File: src/rtl/blkreg_pkg.sv
package blkreg_pkg;

    localparam int          NREG      = 21;
    localparam int          IDX_W     = $clog2(NREG);
    localparam int          BYTE_W    = 8;
    localparam int          REV_W     = 5;
    localparam int          VID_W     = BYTE_W - REV_W;
    localparam logic [7:0]  ADDR_WR   = 8'hD2;
    localparam logic [7:0]  ADDR_RD   = 8'hD3;
    localparam logic [VID_W-1:0] VENDOR_CODE = 3'b001;
    localparam int          ID_IDX    = 7;
    localparam int          CNT_IDX   = 8;
    localparam int          SKIP_HDR  = 2;
    localparam int          NPAIR     = 2;
    localparam int          PAIR_LO [NPAIR] = '{11, 13};

    typedef enum logic [3:0] {
        ST_IDLE,
        ST_ADDR,
        ST_ADDR_END,
        ST_ACK,
        ST_WR,
        ST_WR_END,
        ST_RD,
        ST_RD_MACK,
        ST_RD_NEXT
    } bus_state_e;

    function automatic logic [7:0] reg_default(input int i);
        case (i)
            1, 2, 3, 4, 6: return 8'hFF;
            CNT_IDX:       return 8'h08;
            9:             return 8'h10;
            default:       return 8'h00;
        endcase
    endfunction

    function automatic logic is_dead(input int i);
        return (i == 5) || (i == 19) || (i == 20);
    endfunction

    function automatic logic in_pair(input int i);
        logic hit;
        hit = 1'b0;
        for (int p = 0; p < NPAIR; p++)
            if (i == PAIR_LO[p] || i == PAIR_LO[p] + 1) hit = 1'b1;
        return hit;
    endfunction

endpackage

File: src/rtl/blkreg_line_sync.sv
module blkreg_line_sync #(
    parameter int STAGES = 2
) (
    input  logic clk,
    input  logic rst,
    input  logic scl_i,
    input  logic sda_i,
    output logic scl_q,
    output logic sda_q,
    output logic scl_rise,
    output logic scl_fall,
    output logic start_p,
    output logic stop_p
);
    logic [STAGES-1:0] scl_sh, sda_sh;
    logic              scl_d, sda_d;

    always_ff @(posedge clk) begin
        if (rst) begin
            scl_sh <= '1;
            sda_sh <= '1;
            scl_d  <= 1'b1;
            sda_d  <= 1'b1;
        end else begin
            scl_sh <= {scl_sh[STAGES-2:0], scl_i};
            sda_sh <= {sda_sh[STAGES-2:0], sda_i};
            scl_d  <= scl_sh[STAGES-1];
            sda_d  <= sda_sh[STAGES-1];
        end
    end

    assign scl_q    = scl_sh[STAGES-1];
    assign sda_q    = sda_sh[STAGES-1];
    assign scl_rise = scl_q & ~scl_d;
    assign scl_fall = ~scl_q & scl_d;
    assign start_p  = scl_q & scl_d & sda_d & ~sda_q;
    assign stop_p   = scl_q & scl_d & ~sda_d & sda_q;
endmodule

File: src/rtl/blkreg_regfile.sv
module blkreg_regfile
    import blkreg_pkg::*;
(
    input  logic                   clk,
    input  logic                   rst,
    input  logic                   xfer_start,
    input  logic                   wr_en,
    input  logic [IDX_W-1:0]       wr_idx,
    input  logic [7:0]             wr_data,
    input  logic [IDX_W-1:0]       rd_idx,
    input  logic [REV_W-1:0]       rev_id,
    output logic [7:0]             rd_data,
    output logic [7:0]             cnt_byte,
    output logic [NREG*BYTE_W-1:0] regs_o
);
    logic [7:0]       mem  [NREG];
    logic [7:0]       pend [NPAIR];
    logic [NPAIR-1:0] pend_vld;
    logic [7:0]       id_byte;
    int               wr_int;
    int               lim;

    assign id_byte  = {VENDOR_CODE, rev_id};
    assign wr_int   = int'(wr_idx);
    assign cnt_byte = mem[CNT_IDX];

    always_ff @(posedge clk) begin
        if (rst) begin
            for (int i = 0; i < NREG; i++) mem[i] <= reg_default(i);
            for (int p = 0; p < NPAIR; p++) pend[p] <= '0;
            pend_vld <= '0;
        end else begin
            if (xfer_start) pend_vld <= '0;
            if (wr_en) begin
                for (int p = 0; p < NPAIR; p++) begin
                    if (wr_int == PAIR_LO[p]) begin
                        pend[p]     <= wr_data;
                        pend_vld[p] <= 1'b1;
                    end else if (wr_int == PAIR_LO[p] + 1 && pend_vld[p]) begin
                        mem[PAIR_LO[p]]     <= pend[p];
                        mem[PAIR_LO[p] + 1] <= wr_data;
                        pend_vld[p]         <= 1'b0;
                    end
                end
                if (!in_pair(wr_int) && wr_int != ID_IDX && wr_int < NREG &&
                    !(wr_int == CNT_IDX && wr_data == 8'h00))
                    mem[wr_idx] <= wr_data;
            end
        end
    end

    always_comb begin
        lim = (int'(mem[CNT_IDX]) > NREG - 1) ? NREG - 1 : int'(mem[CNT_IDX]);
        if (int'(rd_idx) > lim)
            rd_data = 8'hFF;
        else if (int'(rd_idx) == ID_IDX)
            rd_data = id_byte;
        else
            rd_data = mem[rd_idx];
    end

    for (genvar g = 0; g < NREG; g++) begin : g_out
        if (is_dead(g)) begin : g_dead
            assign regs_o[g*BYTE_W +: BYTE_W] = '0;
        end else if (g == ID_IDX) begin : g_id
            assign regs_o[g*BYTE_W +: BYTE_W] = id_byte;
        end else begin : g_live
            assign regs_o[g*BYTE_W +: BYTE_W] = mem[g];
        end
    end
endmodule

File: src/rtl/blkreg_slave.sv
module blkreg_slave
    import blkreg_pkg::*;
#(
    parameter int SYNC_STAGES = 2
) (
    input  logic                   clk,
    input  logic                   rst,
    input  logic                   scl_i,
    input  logic                   sda_i,
    output logic                   sda_oe_o,
    input  logic [REV_W-1:0]       rev_id_i,
    output logic [NREG*BYTE_W-1:0] regs_o
);
    logic             scl_q, sda_q, scl_rise, scl_fall, start_p, stop_p;
    bus_state_e       state;
    logic [2:0]       bit_cnt;
    logic [7:0]       sh;
    logic [6:0]       tx;
    logic             is_rd;
    logic [7:0]       wr_cnt;
    logic [IDX_W-1:0] rd_idx;
    logic             wr_en;
    logic [IDX_W-1:0] wr_idx;
    logic [7:0]       rd_data, cnt_byte;

    blkreg_line_sync #(.STAGES(SYNC_STAGES)) sync_i (
        .clk(clk), .rst(rst), .scl_i(scl_i), .sda_i(sda_i),
        .scl_q(scl_q), .sda_q(sda_q), .scl_rise(scl_rise), .scl_fall(scl_fall),
        .start_p(start_p), .stop_p(stop_p)
    );

    // data byte k after the two header bytes goes to register k
    assign wr_en  = (state == ST_WR_END) && scl_fall &&
                    (wr_cnt >= 8'(SKIP_HDR)) && ((wr_cnt - 8'(SKIP_HDR)) < 8'(NREG));
    assign wr_idx = wr_cnt[IDX_W-1:0] - IDX_W'(SKIP_HDR);

    blkreg_regfile regs_i (
        .clk(clk), .rst(rst), .xfer_start(start_p), .wr_en(wr_en),
        .wr_idx(wr_idx), .wr_data(sh), .rd_idx(rd_idx), .rev_id(rev_id_i),
        .rd_data(rd_data), .cnt_byte(cnt_byte), .regs_o(regs_o)
    );

    always_ff @(posedge clk) begin
        if (rst) begin
            state    <= ST_IDLE;
            sda_oe_o <= 1'b0;
            bit_cnt  <= '0;
            sh       <= '0;
            tx       <= '0;
            is_rd    <= 1'b0;
            wr_cnt   <= '0;
            rd_idx   <= '0;
        end else if (start_p) begin
            state    <= ST_ADDR;
            sda_oe_o <= 1'b0;
            bit_cnt  <= '0;
            wr_cnt   <= '0;
        end else if (stop_p) begin
            state    <= ST_IDLE;
            sda_oe_o <= 1'b0;
        end else begin
            case (state)
                ST_ADDR, ST_WR: if (scl_rise) begin
                    sh      <= {sh[6:0], sda_q};
                    bit_cnt <= bit_cnt + 3'd1;
                    if (bit_cnt == 3'd7)
                        state <= (state == ST_ADDR) ? ST_ADDR_END : ST_WR_END;
                end
                ST_ADDR_END: if (scl_fall) begin
                    if (sh == ADDR_WR || sh == ADDR_RD) begin
                        sda_oe_o <= 1'b1;
                        is_rd    <= (sh == ADDR_RD);
                        state    <= ST_ACK;
                    end else begin
                        state    <= ST_IDLE;
                    end
                end
                ST_WR_END: if (scl_fall) begin
                    sda_oe_o <= 1'b1;
                    if (wr_cnt != 8'hFF) wr_cnt <= wr_cnt + 8'd1;
                    state    <= ST_ACK;
                end
                ST_ACK: if (scl_fall) begin
                    bit_cnt <= '0;
                    if (is_rd) begin
                        sda_oe_o <= ~cnt_byte[7];
                        tx       <= cnt_byte[6:0];
                        rd_idx   <= '0;
                        state    <= ST_RD;
                    end else begin
                        sda_oe_o <= 1'b0;
                        state    <= ST_WR;
                    end
                end
                ST_RD: if (scl_fall) begin
                    if (bit_cnt == 3'd7) begin
                        sda_oe_o <= 1'b0;
                        bit_cnt  <= '0;
                        state    <= ST_RD_MACK;
                    end else begin
                        sda_oe_o <= ~tx[6];
                        tx       <= {tx[5:0], 1'b1};
                        bit_cnt  <= bit_cnt + 3'd1;
                    end
                end
                ST_RD_MACK: if (scl_rise) begin
                    state <= sda_q ? ST_IDLE : ST_RD_NEXT;
                end
                ST_RD_NEXT: if (scl_fall) begin
                    sda_oe_o <= ~rd_data[7];
                    tx       <= rd_data[6:0];
                    bit_cnt  <= '0;
                    if (rd_idx != '1) rd_idx <= rd_idx + IDX_W'(1);
                    state    <= ST_RD;
                end
                default: ;
            endcase
        end
    end
endmodule

File: config.mk
export PLATFORM = sky130hd
export DESIGN_NAME = blkreg_slave
export DESIGN_NICKNAME = d
export VERILOG_FILES = /design/src/rtl/blkreg_pkg.sv /design/src/rtl/blkreg_line_sync.sv /design/src/rtl/blkreg_regfile.sv /design/src/rtl/blkreg_slave.sv
export SDC_FILE = /design/constraint.sdc
export NUM_CORES = 1
export LEC_CHECK = 0
export BUFFER_PORTS_ARGS = -buffer_cell sky130_fd_sc_hd__buf_2
export CAP_MARGIN = 25
export CORE_AREA = 2 2 214 216
export DETAILED_ROUTE_END_ITERATION = 8
export DIE_AREA = 0 0 216 218
export GPL_TIMING_DRIVEN = 0
export PLACE_DENSITY = 0.51
export SYNTH_ARGS = -nofsm -noshare
export SYNTH_HDL_FRONTEND = slang
export SYNTH_SLANG_ARGS = --single-unit
File: constraint.sdc
create_clock -name clk -period 3.1 [get_ports clk]
set_input_delay 0.155 -clock clk [delete_from_list [all_inputs] [get_ports clk]]
set_output_delay 0.155 -clock clk [all_outputs]
set_load 0.02 [all_outputs]
==> summary.md, run 1 <==
| Metric | Value |
|---|---|
| Yosys warnings | 0 |
| Final period util | between 90% and 100% |
| Layout Nets | 1506 |
| Worst setup margin | around 0.020 ns |
| Asr flop ratio synth | 0% |
| Placed cell count | 2013 |
| Area growth, synth to finish | 25.08% |
| Layout Cells excl Fill | 2107 |
| Final Hold Fails | 0 |
| Top Family by Delay on Critical Path | simple AND/OR/NAND/NOR gates |
| N_diodes | 0 |
| Worst slew margin | about a quarter |
| RSZ-0062 raised after global routing | yes |
| Clock latency on the worst-skew pair | 0.56 ns |
| Worst r2r src | wr_cnt[1]$_SDFFE_PP0P_ |
| Synth Flop Type | edfxtp_1 |
| CP most frequent cell | buf_4 |
| Max incr delay on CP | about 0.44 ns |
| Max-cap violations | 0 |
| Status | complete, no violations |
| Clk_skew | approximately 0.012 ns |
| Crit path kind | reg2reg |
| Clock Sinks | 322 |
| Post-route antenna net violation count | 0 |
| DR vias/cell | 5.319 |
| Initial core utilization | about 34% |
| RD Place Congestion | 0.8947 |
| Seq/Total Area, Yosys | 59.25% |
| Post-Syn Area | ~0.015 mm² |
| Post-Syn Instances | between 1000 and 1500 |
| Synth Area per Inst | 13.57 µm² |
| VDD IR-drop max | 0.0003095 V |
| Worst EP arrival | 3.50 ns |
| CP max FO | 10 |
| GRT Util Overall | 24.40% |
| Slew Viols, Final | 0 |
| Root Driver | clkbuf_16 |
| Count of cell types in the netlist | 69 |
| Initial antenna violation count | 4 |
| Slowest-stage cell, CP | or3_1 |
| Power Density | 512.6 mW/mm² |
| Starting DRT DRC Count | 1114 |
| Reg-to-Reg End | regs_i.mem[15][6]$_SDFFCE_PN0P_ |
| Most common cell after layout, fill and taps aside | edfxtp_1 |
| CP endpoint kind | register |
| Fraction of layout instances using a drive strength above 1 | 32.65% |
| Post-Route WL | 57.92 mm |
| Hold WS | 0.08002 ns |
| Row count | 78 |
| Top cell type's share of synthesized area | 52.78% |
| FF-to-FF setup slack | between 0.015 and 0.02 ns |
| Startpoint Class | register |
| WP data required | 3.52 ns |
| Vias | between 10000 and 15000 |
| Fill count | 4264 |
| CTS tree | yes |
| Min Tclk post-route | around 3 ns |
| Buffers and inverters on the worst path | 4 |
| Pre-Repair DR Iteration Count | 5 |
| Fmax | 324.6 MHz |
| Worst-margin pin slew | 1.131 ns |
| Final Setup Violations | 0 |
| Synth area leaders | edfxtp_1, mux4_2, dfxtp_1 |
| Leak pwr | 7.167 nW |
| Chip Width | 216 µm |
| Clock Pin Slew Worst Setup and Hold Paths | roughly 0.060 ns |
| Die height | 218 µm |
| Die area | approximately 0.047 mm² |
| Vias in the first global route | 10790 |
| HPWL after detailed placement | between 40 and 50 mm |
| Worst setup startpoint | wr_cnt[1]$_SDFFE_PP0P_ |
| Pre-CTS setup slack | -1.209 ns |
| Remaining global-route overflow | 0 |
| I/O Buffers | 150 |
| First-pass GRT wire length | 80.14 mm |
| WL/cell | approximately 27 µm |
| Area of the core | ~0.045 mm² |
| Synth area leader | edfxtp_1 |
| Final Cell Area | 0.01936 mm² |
| Most frequent cells in the layout | edfxtp_1, buf_2, and2_1, conb_1, buf_4 |
| Critical Path Stages | 10 |
| Setup TNS | 0 ns |
| Worst reg2reg path depth | 10 |
| Total power draw | 9.921 mW |
| Post-layout util | a little over two fifths |
| Flip-flop and latch count after synthesis | 322 |
| Hold WC Path Type | in2reg |
| CTS Buf Count | 37 |
| H-tree Lvls | 2 |
| Worst setup path end | regs_i.mem[15][6]$_SDFFCE_PN0P_ |
| Largest net degree at the start of global routing | 15 |
| Number of synthesized flops with an enable pin | 272 |
| Boundary Pins | 178 |
| Clock buffer depth | 3 |
| Drt drc | 0 |
| Crit-path cells | clkbuf_2, or3_1, a41oi_4, o21bai_1, nand4bb_1, buf_6, buf_4, nor4_2, buf_4, and2_1 |
| Dpl cell area | 0.01757 mm² |
==> power breakdown <==
part	switching [mW]	internal (mW)
Clock	1.85	2.50
Sequential	0.130	4.86
Combinational	0.381	0.202
Total	2.36	7.56
==> area by class of cell <==
type | instances | area (µm²) | area share [%]
Inverter | 14 | 60.06 | 0.3103
Buffer | 107 | 648.1 | 3.348
Timing Repair Buffer | 190 | 1126 | 5.818
Sequential cell | 322 | 9181 | 47.43
Tap cell | 600 | 750.7 | 3.878
Clock buffer | 52 | 1033 | 5.339
Multi-Input combinational cell | 807 | 6421 | 33.17
Clock inverter | 15 | 135.1 | 0.6981
==> synthesized netlist by cell type, drive strengths merged, types with 6 or more instances <==
cell type,number
and2,139
o21ai,24
nor2b,16
a211oi,6
nand3,12
dfxtp,50
clkbuf,53
nor2,53
ha,18
a21oi,27
a31oi,9
or3,6
and3,10
a21o,8
buf,57
nand2b,20
nor3,21
nand2,36
o21bai,9
nor3b,7
or2,52
mux2i,35
nor4,6
a22o,18
mux4,66
edfxtp,272
inv,14
a21boi,16
==> kinds of logic after synthesis <==
kind of cell | count (synthesis) | share of synthesized area, %
other | 2 | 0.04853
buffers and inverters | 124 | 4.099
XOR/XNOR | 8 | 0.4528
multiplexers | 104 | 12.09
AO/OA/AOI/OAI | 155 | 7.244
AND/OR/NAND/NOR | 407 | 15.36
adder cells (fa/ha/maj) | 18 | 1.455
flip-flops | 322 | 59.25
==> metal layers <==
| layer | wire length (µm) | GRT usage, % |
|---|---|---|
| met5 | 0 | 0 |
| met4 | 1849 | 8.037 |
| met3 | 4785 | 4.296 |
| met2 | 26610 | 39.15 |
| met1 | 24680 | 33.60 |
==> worst min path at each step <==
stage	cells after the start	to	slack, ns	startpoint
floorplan	1	sync_i.scl_sh[0]$_SDFF_PP1_	0.26	scl_i
global placement	2	sync_i.sda_sh[0]$_SDFF_PP1_	0.34	sda_i
detailed placement	2	sync_i.sda_sh[0]$_SDFF_PP1_	0.34	sda_i
finish	4	tx[0]$_SDFFE_PP0P_	0.08	rev_id_i[0]
global route	4	tx[0]$_SDFFE_PP0P_	0.13	rev_id_i[0]
CTS	4	tx[0]$_SDFFE_PP0P_	0.06	rev_id_i[0]
==> state kept, by name, summed over array words and instances, names as in the netlist, named ones only <==
signal	count
regs_i.mem	256
sync_i.sda_d	1
sync_i.scl_sh	2
sync_i.scl_d	1
state	4
sda_oe_o	1
tx	7
rd_idx	5
is_rd	1
sh	8
regs_i.pend	16
bit_cnt	3
regs_i.pend_vld	2
sync_i.sda_sh	2
wr_cnt	8
==> timing repair <==
item | in CTS | in global routing
buffers inserted | 16 | 12
pin swaps | 13 | 2
hold buffers | 2 | 0
resized for setup | 83 | 30
endpoints found under the hold margin | 2 | 0
setup endpoints to repair | 419 | 244
==> worst min-delay path: cells and delay by family <==
family	cells	cell delay, ns
AO/OA/AOI/OAI	2	0.27
buffers and inverters	1	0.11
AND/OR/NAND/NOR	1	0.04
Power figures use the tool's default switching activity.
==> run 2, diff against run 1 <==
REMOVE_ABC_BUFFERS = 1   (was not set)
==> run 2 against run 1 <==
Effect of this change: register-to-register slack improved by 0.03 ns; final area fell by 1.4%; total power fell by 2.1%; setup slack improved by 0.025 ns.
==> summary.md, run 2 (synthesized netlist as in run 1, its figures left out) <==
| Metric | Value |
|---|---|
| Worst EP arrival | around 3.3 ns |
| Initial antenna violation count | 1 |
| Crit path kind | reg2reg |
| DR vias/cell | 5.100 |
| CP max FO | 10 |
| Die area | 0.04709 mm² |
| CP most frequent cell | buf_4 |
| Max-cap violations | 0 |
| Pre-Repair DR Iteration Count | 5 |
| Final period util | between 90% and 100% |
| Hold WC Path Type | in2reg |
| Final Setup Violations | 0 |
| Clock Sinks | 322 |
| Layout Nets | 1421 |
| Clock latency on the worst-skew pair | 0.54 ns |
| Post-layout util | between 40% and 50% |
| Vias in the first global route | ~10000 |
| Most frequent cells in the layout | edfxtp_1, buf_2, and2_1, conb_1, mux4_2 |
| Power Density | about 510 mW/mm² |
| VDD IR-drop max | 0.0003629 V |
| Most common cell after layout, fill and taps aside | edfxtp_1 |
| Post-route antenna net violation count | 0 |
| Initial core utilization | 34.47% |
| Largest net degree at the start of global routing | between 70 and 80 |
| Layout Cells excl Fill | 2020 |
| Fill count | 4238 |
| CTS tree | yes |
| Post-Route WL | 47.36 mm |
| WL/cell | 23.45 µm |
| Fraction of layout instances using a drive strength above 1 | between 30% and 40% |
| Clock Pin Slew Worst Setup and Hold Paths | 0.06 ns |
| Met3 wire len | 2.770 mm |
| Largest Register | regs_i.mem |
| Root Driver | clkbuf_16 |
| Clock buffer depth | 3 |
| Slowest-stage cell, CP | a2111o_1 |
| Multi-input logic area | between 0.006 and 0.007 mm² |
| Met2 WL | 22.60 mm |
| RSZ-0062 raised after global routing | yes |
| Remaining global-route overflow | 0 |
| Clk_skew | 0.03050 ns |
| HPWL after detailed placement | approximately 33 mm |
| Status | complete, no violations |
| Crit-path cells | clkinvlp_4, ha_4, xor2_1, o21bai_1, a2111o_1, buf_4, nor4b_4, buf_4, nand2_2, or2_2 |
| Slew Viols, Final | 0 |
| Row count | 78 |
| Dpl cell area | 0.01727 mm² |
| Chip Width | 216 µm |
| WP data required | 3.39 ns |
| H-tree Lvls | 2 |
| Max incr delay on CP | between 0.4 and 0.5 ns |
| Vias | 10300 |
| CP endpoint kind | register |
| I/O Buffers | 150 |
| CTS Buf Count | 37 |
| Setup TNS | 0 ns |
| Boundary Pins | 178 |
| Starting DRT DRC Count | a little over 900 |
| Largest register FFs | 256 |
| RD Place Congestion | around 0.83 |
| Fmax | around 330 MHz |
| Placed cell count | 1919 |
| Area growth, synth to finish | 23.37% |
| Biggest regs | regs_i.mem (256), regs_i.pend (16) |
| Worst-margin pin slew | 1.080 ns |
| Final Hold Fails | 0 |
| Worst slew margin | 27.73% |
| Metal-1 WL | 21.18 mm |
| Area of the core | around 0.045 mm² |
| Die height | 218 µm |
| Startpoint Class | register |
| Final Cell Area | 0.01909 mm² |
| Leak pwr | 6.911 nW |
| Drt drc | 0 |
| Min Tclk post-route | 3.055 ns |
| FF/Latch Area | 0.009188 mm² |
| Max layer used | met4 |
| First-pass GRT wire length | 67.61 mm |
| N_diodes | 0 |
| GRT Util Overall | 19.76% |
[run 2: cell count changes in the layout (fill, tap and decap cells not counted), sizes merged]
cell / before / now
inv: 15 / 12
clkdlybuf4s15: 1 / 0
clkinv: 9 / 11
clkbuf: 103 / 51
buf: 243 / 206
clkinvlp: 3 / 7
[run 2: per-layer routing]
layer | global-route usage, % | vias up
met1 | 27.73 | 5275
met4 | 4.315 | 0
met2 | 31.97 | 329
li1 | - | 4647
met5 | 0 | -
met3 | 3.682 | 52
[run 2: repair_timing]
action	in CTS	in global routing
gates resized for setup	55	15
pin swaps	6	8
hold buffers	2	0
setup endpoints to repair	420	241
hold endpoints to repair	2	0
buffers inserted	13	18
gates cloned	0	2
[run 2: worst paths after layout]
path,from,depth (start not counted),end,slack (ns)
max,wr_cnt[1]$_SDFFE_PP0P_,10,regs_i.mem[4][3]$_SDFFCE_PN1P_,0.04
min,rev_id_i[0],4,tx[0]$_SDFFE_PP0P_,0.02
min reg2reg,sync_i.scl_sh[0]$_SDFF_PP1_,1,sync_i.scl_sh[1]$_SDFF_PP1_,0.41
max reg2reg,wr_cnt[1]$_SDFFE_PP0P_,10,regs_i.mem[4][3]$_SDFFCE_PN1P_,0.04
[run 2: worst max-delay path, delay by kind of cell, from the launching register on]
| kind | cells | cell delay [ns] |
|---|---|---|
| simple gates | 3 | 0.81 |
| compound gates | 2 | 0.64 |
| buf+inv | 3 | 0.59 |
| flops | 1 | 0.38 |
| fa+ha+maj | 1 | 0.21 |
| xor+xnor | 1 | 0.16 |
[run 2: power by group]
part / total [mW] / switching (mW) / internal [mW]
sequential: 4.97 / 0.117 / 4.86
combinational: 0.515 / 0.348 / 0.166
clock: 4.22 / 1.76 / 2.46
[run 2: final cells by class]
cell class | instances | area share (%)
multi-input combinational | 807 | 33.58
tap | 600 | 3.932
inverter | 14 | 0.3146
clock inverter | 18 | 0.8258
sequential | 322 | 48.13
clock buffer | 47 | 5.263
timing repair buffer | 212 | 7.963
[run 2: per-stage QoR]
stage | hold WS, ns | power (mW) | setup slack, ns
after CTS | 0.01741 | 9.806 | 0.001235
after detailed placement | 0.3444 | 5.570 | -1.465
after floorplan | 0.2244 | 5.311 | -1.233
after global placement | 0.3458 | 5.564 | -3.382
final | 0.02406 | 9.713 | 0.04478
after global routing | 0.06681 | 10.00 | -0.03628
==> run 3, diff against run 2 <==
PLACE_DENSITY = 0.49   (was 0.51)
clock period = 2.9 ns   (was 3.1 ns; I/O delays follow)
==> run 3 against run 2 <==
Effect of this change: the flow now finishes with violations (negative setup slack); clock power grew 6.4%; first-iteration DRC count shrank 10%; die area is the same; fmax grew 4.5%; sequential share of layout area shrank 1.4 points; worst hold slack gained 0.024 ns; largest power group unchanged.
==> summary.md, run 3 (synthesized netlist as in run 1, its figures left out) <==
| Metric | Value |
|---|---|
| Final Cell Area | 0.01971 mm² |
| Crit path kind | reg2reg |
| CTS tree | yes |
| First-pass GRT wire length | roughly 71 mm |
| DR vias/cell | ~5.1 |
| Power Density | around 530 mW/mm² |
| Die area | approximately 0.047 mm² |
| Most common cell after layout, fill and taps aside | edfxtp_1 |
| Leak pwr | just over 7 nW |
| Clock buffer depth | 3 |
| Top Family by Delay on Critical Path | simple AND/OR/NAND/NOR gates |
| CP max FO | 8 |
| Initial antenna violation count | 1 |
| WP data required | 3.14 ns |
| Dpl cell area | 0.01727 mm² |
| Final Setup Violations | 19 |
| H-tree Lvls | 2 |
| Remaining global-route overflow | 0 |
| Placed cell count | approximately 1900 |
| Area of the core | 0.04489 mm² |
| Worst slew margin | 28.52% |
| Clock Pin Slew Worst Setup and Hold Paths | 0.06 ns |
| Biggest regs | regs_i.mem (256), regs_i.pend (16) |
| Failing checks | negative setup slack |
| Chip Width | approximately 220 µm |
| Clk_skew | 0.01370 ns |
| Root Driver | clkbuf_16 |
| Largest net degree at the start of global routing | 50 |
| Largest Register | regs_i.mem |
| Vias | roughly 11000 |
| Worst setup margin | -0.02497 ns |
| GRT Util Overall | 20.78% |
| Min Tclk post-route | 2.925 ns |
| Final period util | 100.9% |
| RSZ-0062 raised after global routing | yes |
| Max-cap violations | 0 |
| Hold WC Path Type | in2reg |
| Buffers and inverters on the worst path | 3 |
| Clock Sinks | 322 |
| Setup TNS | -0.2716 ns |
| Layout Cells excl Fill | 2062 |
| Vias in the first global route | a little over 10000 |
| RD Place Congestion | 0.8143 |
| Crit-path cells | inv_6, ha_4, xor2_2, o21bai_1, a2111o_1, nand4bb_4, buf_12, or4_4, clkinvlp_4 |
| WL/cell | 24.18 µm |
| Layout Nets | roughly 1500 |
| Boundary Pins | 178 |
| Worst-margin pin slew | 1.071 ns |
| Row count | 78 |
| Max incr delay on CP | 0.47 ns |
| Post-route antenna net violation count | 0 |
| CTS Buf Count | 38 |
| HPWL after detailed placement | ~33 mm |
| Post-Route WL | 49.86 mm |
| Initial core utilization | 34.47% |
| Clock latency on the worst-skew pair | 0.55 ns |
| Die height | about 220 µm |
| I/O Buffers | 150 |
| Pre-CTS setup slack | -1.798 ns |
| Startpoint Class | register |
| Largest register FFs | 256 |
| Most frequent cells in the layout | edfxtp_1, buf_2, and2_1, conb_1, mux4_2 |
| VDD IR-drop max | 0.0004601 V |
| Starting DRT DRC Count | 828 |
| Fmax | 341.9 MHz |
| CP endpoint kind | register |
| Worst EP arrival | 3.16 ns |
| Pre-Repair DR Iteration Count | 7 |
| Final Hold Fails | 0 |
| Slowest-stage cell, CP | a2111o_1 |
| Status | finished, violations left |
| Slew Viols, Final | 0 |
| Drt drc | 0 |
| Fraction of layout instances using a drive strength above 1 | 34.57% |
| Area growth, synth to finish | 27.39% |
==> run 3: repair_timing <==
item / 4_1_cts / 5_1_grt
endpoints found under the hold margin: 4 / 0
setup buffers: 28 / 41
cloned: 2 / 2
hold buffers: 3 / 0
pin swaps: 17 / 15
resized for setup: 82 / 57
setup endpoints to repair: 429 / 266
==> run 3: layout make-up <==
class	count	area [µm²]
clock inverter	18	110.1
tap	600	750.7
multi-input combinational	808	6583
timing repair buffer	249	1958
clock buffer	50	1027
fill	4153	25180
inverter	14	66.31
antenna	1	2.502
sequential	322	9215
==> run 3: through the flow <==
step,hold slack (ns),power (mW),utilization [%]
6_report,0.04767,10.38,43.91
5_1_grt,0.1027,10.68,43.90
4_1_cts,0.03136,10.46,42.71
3_5_place_dp,0.3369,5.961,38.48
3_3_place_gp,0.3322,5.953,37.46
2_1_floorplan,0.2144,5.677,-
==> run 3: layer usage <==
layer	up-vias	global-route usage [%]	routed length [µm]
li1	4727	-	-
met1	5394	29.14	22170
met2	335	33.59	23720
met3	70	2.915	2793
met4	0	6.233	1166
met5	-	0	0
==> run 3: power by group <==
| group | internal (mW) | switching, mW | leakage (nW) | total (mW) |
|---|---|---|---|---|
| registers | 5.19 | 0.125 | 3.01 | 5.31 |
| logic | 0.197 | 0.383 | 3.67 | 0.580 |
| clock network | 2.58 | 1.91 | 0.548 | 4.49 |
==> run 3: final timing paths <==
check,end,slack [ns],startpoint,depth (start not counted)
setup / recovery,regs_i.mem[22][0]$_DFFE_PP_,-0.02,wr_cnt[2]$_SDFFE_PP0P_,9
hold / removal,tx[0]$_SDFFE_PP0P_,0.05,rev_id_i[0],4
setup reg to reg,regs_i.mem[22][0]$_DFFE_PP_,-0.02,wr_cnt[2]$_SDFFE_PP0P_,9
hold reg to reg,sync_i.scl_sh[1]$_SDFF_PP1_,0.41,sync_i.scl_sh[0]$_SDFF_PP1_,1
==> run 3: worst register-to-register path, delay by kind of cell (launching register included) <==
family,cells,cell delay (ns)
AOI/OAI and AO/OA,2,0.65
xor gates and xnor gates,1,0.16
adders and majority gates,1,0.17
buffers and inverters,3,0.45
DFF,1,0.40
and+or+nand+nor,2,0.79
